===== config.mk =====
export PLATFORM = sky130hd
export DESIGN_NAME = tc_fault_fsm
export DESIGN_NICKNAME = d
export VERILOG_FILES = /design/src/rtl/tc_pkg.sv /design/src/rtl/tc_fault_fsm.sv
export SDC_FILE = /design/constraint.sdc
export NUM_CORES = 1
export LEC_CHECK = 0
export BUFFER_PORTS_ARGS = -buffer_cell sky130_fd_sc_hd__buf_4
export CAP_MARGIN = 20
export CORE_MARGIN = 2
export CORE_UTILIZATION = 30
export DETAILED_ROUTE_END_ITERATION = 10
export GPL_TIMING_DRIVEN = 0
export SLEW_MARGIN = 20
export SYNTH_ARGS = -nofsm -noshare
export SYNTH_HDL_FRONTEND = slang
export SYNTH_SLANG_ARGS = --single-unit
export TNS_END_PERCENT = 5

===== constraint.sdc =====
create_clock -name clk -period 1.3 [get_ports clk]
set_clock_uncertainty 0.2 [all_clocks]
set_input_delay 0.13 -clock clk [delete_from_list [all_inputs] [get_ports clk]]
set_output_delay 0.13 -clock clk [all_outputs]
set_load 0.1 [all_outputs]

===== src/rtl/tc_pkg.sv =====
package tc_pkg;

    typedef enum logic [2:0] {
        FLT_NONE     = 3'd0,
        FLT_WARN     = 3'd1,
        FLT_CRIT     = 3'd2,
        FLT_OVERRUN  = 3'd3,
        FLT_CONFLICT = 3'd4
    } tc_fault_e;

    typedef enum logic [1:0] {
        ST_RUN    = 2'd0,
        ST_WARNED = 2'd1,
        ST_HALTED = 2'd2
    } tc_state_e;

    // number of expected entries for operation op
    function automatic int unsigned tc_len(input int unsigned op, input int unsigned depth);
        return depth - (op % depth);
    endfunction

    // expected slice for execution idx of operation op (caller truncates)
    function automatic logic [31:0] tc_exp(input int unsigned op, input int unsigned idx);
        return 32'((op + 1) * 16 + idx * 3 + 1);
    endfunction

endpackage


===== src/rtl/tc_fault_fsm.sv =====
module tc_fault_fsm #(
    parameter int OP_W  = 2,
    parameter int CNT_W = 3,
    parameter int CMP_W = 8,
    parameter int CYC_W = 16
) (
    input  logic              clk,
    input  logic              rst_n,
    input  logic              chk,
    input  tc_pkg::tc_fault_e code,
    input  logic [OP_W-1:0]   op,
    input  logic [CNT_W-1:0]  cnt,
    input  logic [CMP_W-1:0]  expected,
    input  logic [CMP_W-1:0]  actual,
    input  logic [CYC_W-1:0]  cyc,
    output logic              mismatch_o,
    output logic              warn_o,
    output logic              halt_o,
    output logic [2:0]        rec_code,
    output logic [OP_W-1:0]   rec_op,
    output logic [CNT_W-1:0]  rec_cnt,
    output logic [CMP_W-1:0]  rec_exp,
    output logic [CMP_W-1:0]  rec_act,
    output logic [CYC_W-1:0]  rec_cyc
);
    import tc_pkg::*;

    tc_state_e state, state_nx;
    logic      severe;

    assign severe = chk && (code == FLT_CRIT || code == FLT_OVERRUN || code == FLT_CONFLICT);

    always_comb begin
        state_nx = state;
        unique case (state)
            ST_RUN: begin
                if (severe)                           state_nx = ST_HALTED;
                else if (chk && code == FLT_WARN)     state_nx = ST_WARNED;
            end
            ST_WARNED: begin
                if (severe)                           state_nx = ST_HALTED;
            end
            ST_HALTED: state_nx = ST_HALTED;
            default:   state_nx = ST_HALTED;
        endcase
    end

    always_ff @(posedge clk) begin
        if (!rst_n) state <= ST_RUN;
        else        state <= state_nx;
    end

    always_comb begin
        halt_o = (state == ST_HALTED);
    end

    always_ff @(posedge clk) begin
        if (!rst_n) begin
            mismatch_o <= 1'b0;
            warn_o     <= 1'b0;
            rec_code   <= '0;
            rec_op     <= '0;
            rec_cnt    <= '0;
            rec_exp    <= '0;
            rec_act    <= '0;
            rec_cyc    <= '0;
        end else begin
            mismatch_o <= chk && (code != FLT_NONE);
            warn_o     <= chk && (code == FLT_WARN);
            if (state == ST_RUN && chk && code != FLT_NONE) begin
                rec_code <= code;
                rec_op   <= op;
                rec_cnt  <= cnt;
                rec_exp  <= expected;
                rec_act  <= actual;
                rec_cyc  <= cyc;
            end
        end
    end


    halt_sticky_chk: assert property (@(posedge clk) disable iff (!rst_n)
        halt_o |=> halt_o);


    record_hold_chk: assert property (@(posedge clk) disable iff (!rst_n)
        (state != ST_RUN) |=> ($stable(rec_code) && $stable(rec_op) && $stable(rec_cnt)
                               && $stable(rec_exp) && $stable(rec_act) && $stable(rec_cyc)));


    warn_is_mismatch_chk: assert property (@(posedge clk) disable iff (!rst_n)
        warn_o |-> (mismatch_o && $onehot0({warn_o, halt_o})));


    halted_quiet_chk: assert property (@(posedge clk) disable iff (!rst_n)
        halt_o |=> (!mismatch_o && !warn_o));

endmodule


==> summary.md <==
| Metric | Value |
|---|---|
| Status | `finished with violations` |
| Failing checks | `negative setup slack` |
| First DRT Iteration DRCs | `57` |
| Worst-Margin Slew | `approximately 0.46 ns` |
| RSZ-0062 raised after global routing | `true` |
| TritonRoute pass-1 iters | `3` |
| Chip Height | `80.7 um` |
| Clk root buf | `clkbuf_8` |
| IO buf count | `85` |
| Syn avg cell area | `9.29 um^2` |
| Synth Cell Area | `1760 um^2` |
| Total design power | `3.68 mW` |
| Crit-path max cell delay | `0.35 ns` |
| WL final | `4.61 mm` |
| Fillers | `534` |
| Synth top cells by count | `81 x nand2_1, 44 x dfxtp_1, 39 x mux2i_1` |
| Worst VDD drop | `532 uV` |
| Grt ovf | `0` |
| CTS tree | `done` |
| Register cell area after layout | `885 um^2` |
| Placed cells | `347` |
| Die area | `around 6500 um^2` |
| Max Cap Viol | `0` |
| CORE AREA | `5610 um^2` |
| Number of flops mapped to enable cells by yosys | `0` |
| Final net count | `369` |
| Cell taking the most area after synthesis | `dfxtp_1` |
| Core Util, Final | `0.555` |
| # DRC | `0` |
| Endpoint arrival time on the critical path | `1.43 ns` |
| Vias post-DR | `between 1500 and 2000` |
| WL/cell | `between 10 and 15 um` |
| Final worst slack | `-0.119 ns` |
| Ys flop type | `dfxtp_1` |
| Reg2reg start | `state[1]$_SDFFE_PN0P_` |
| DIE WIDTH | `between 80 and 90 um` |
| Synth-to-layout area growth | `76.4%` |
| Register area share after synthesis | `0.499` |
| Initial Utilization | `0.315` |
| H-tree depth | `2` |
| Post-synth ARST share | `0` |
| GP Congestion | `0.681` |
| Clock latency on the worst-skew pair | `approximately 0.28 ns` |
| Cells after Synth | `190` |
| Clk pin slew, worst setup/hold paths | `0.08 ns` |
| Dominant cells by area after synthesis | `dfxtp_1 50%, mux2i_1 22%, nand2_1 17%` |
| Crit path launch | `state[1]$_SDFFE_PN0P_` |
| I/O Pins | `86` |
| Initial antenna violation count | `0` |
| Yosys reg bits | `44` |
| First-pass GRT wire length | `7.51 mm` |
| Final min period | `roughly 1.4 ns` |
| Final std cells w/o fill | `398` |
| Count leader, synth | `nand2_1` |
| Area of the multi-input gates | `807 um^2` |
| Crit path cell chain | `nor4b_4, buf_6, buf_12, mux2i_1` |
| Placement row count | `27` |
| Critical Path End Type | `flop` |
| Final Cycle Share | `1.09` |
| Clock Sink Count | `44` |
| Slowest-stage cell, CP | `dfxtp_2` |
| Vias per inst | `roughly 4.3` |
| Critical setup path kind | `reg2reg` |
| Rel. slew slack | `0.690` |
| PwrDens | `1180 nW/um^2` |
| Vias in the first global route | `~1700` |
| CP Launch Type | `flop` |
| Ant. Diodes | `0` |
| Post-DP HPWL | `3.02 mm` |
| Worst Path Buf+Inv | `2` |
| Largest delay contributor family on the critical path | `flip-flops` |
| P_leak | `1.46 nW` |
| Worst Hold Class | `in2reg` |
| Synth warnings | `0` |
| DRT antenna net count | `0` |
| Synth top area share | `0.499` |
| Clock Path Buffers | `2` |
| Place WS | `-0.215 ns` |
| Synth unique cells | `18` |
| Crit-path max FO | `10` |
| Cts bufs inserted | `5` |
| Max Slew Vio Count | `0` |
| Worst Path Required | `around 1.3 ns` |
| FMAX | `~700 MHz` |
| Synth Net Count | `233` |
| Share of cells above drive strength 1 | `0.316` |
| Setup violators final | `43` |
| Final Hold Viols | `0` |
| GRT Total Usage | `0.148` |
| Min-delay src | `code[1]` |
| Largest net degree at the start of global routing | `13` |
[placed cells by master (no fill, tap or decap), types with 3 or more instances in the layout]
| master | count |
|---|---|
| nand2_1 | 81 |
| mux2i_1 | 39 |
| buf_6 | 12 |
| clkbuf_8 | 5 |
| dfxtp_2 | 3 |
| dfxtp_1 | 41 |
| buf_4 | 73 |
| dlygate4sd3_1 | 43 |
| buf_12 | 5 |
| clkbuf_1 | 9 |
[state kept, by name, indices dropped and copies added, names as in the netlist]
signal / flops
rec_code: 3
rec_op: 2
rec_exp: 8
rec_cyc: 16
mismatch_o: 1
rec_act: 8
rec_cnt: 3
state: 2
warn_o: 1
[kinds of logic after synthesis]
group / Yosys count / share of synthesized area
compound gates: 3 / 0.0135
buf+inv: 14 / 0.0475
flops: 44 / 0.499
mux: 39 / 0.221
simple gates: 90 / 0.218
[tightest hold or removal path, cell delays in order]
cell      delay, ns
buf_4          0.11
a311oi_1       0.11
nor2b_1        0.11
[routing by layer]
layer,routed length (um),track usage,vias up,share of wire
met3,345,0.0483,6,0.075
met4,51,0.0458,0,0.011
met5,0,0,-,0
li1,-,-,883,-
met2,2190,0.246,52,0.48
met1,2020,0.181,769,0.44
[final timing paths]
| path | end | slack [ns] | depth (start not counted) |
|---|---|---|---|
| setup / recovery | rec_cyc[7]$_SDFFE_PN0P_ | -0.12 | 4 |
| hold / removal | state[1]$_SDFFE_PN0P_ | 0.01 | 3 |
| setup reg to reg | rec_cyc[7]$_SDFFE_PN0P_ | -0.12 | 4 |
| hold reg to reg | rec_act[6]$_SDFFE_PN0P_ | 0.26 | 2 |
[metrics by stage]
stage	cell area (um^2)	hold slack (ns)	TNS, ns
2_1_floorplan	1770	0.0438	-4.85
3_5_place_dp	2500	0.190	-7.89
3_3_place_gp	2500	0.187	-7.78
6_report	3110	0.00974	-4.14
4_1_cts	3070	0.0000702	-4.38
5_1_grt	3110	0.0127	-7.21
[where the power goes]
group	switching, mW	leakage, nW	internal, mW	total [mW]
clock network	0.423	0.0410	0.366	0.789
registers	0.0567	0.363	1.45	1.50
logic	0.931	1.05	0.458	1.39
total	1.41	1.46	2.27	3.68
[cell type report]
type	instances	area share
Timing Repair Buffer	129	0.364
Sequential cell	44	0.284
Multi-Input combinational cell	132	0.259
Buffer	13	0.0370
Tap cell	72	0.0290
Clock buffer	6	0.0233
Clock inverter	1	0.00161
Inverter	1	0.00121
[what timing repair did]
action,4_1_cts,5_1_grt
resized for setup,13,11
setup endpoints to repair,41,54
hold buffers,43,0
buffers inserted,1,0
pin swaps,1,0
hold endpoints to repair,43,0
No activity file was read; power rests on OpenSTA's default activity.
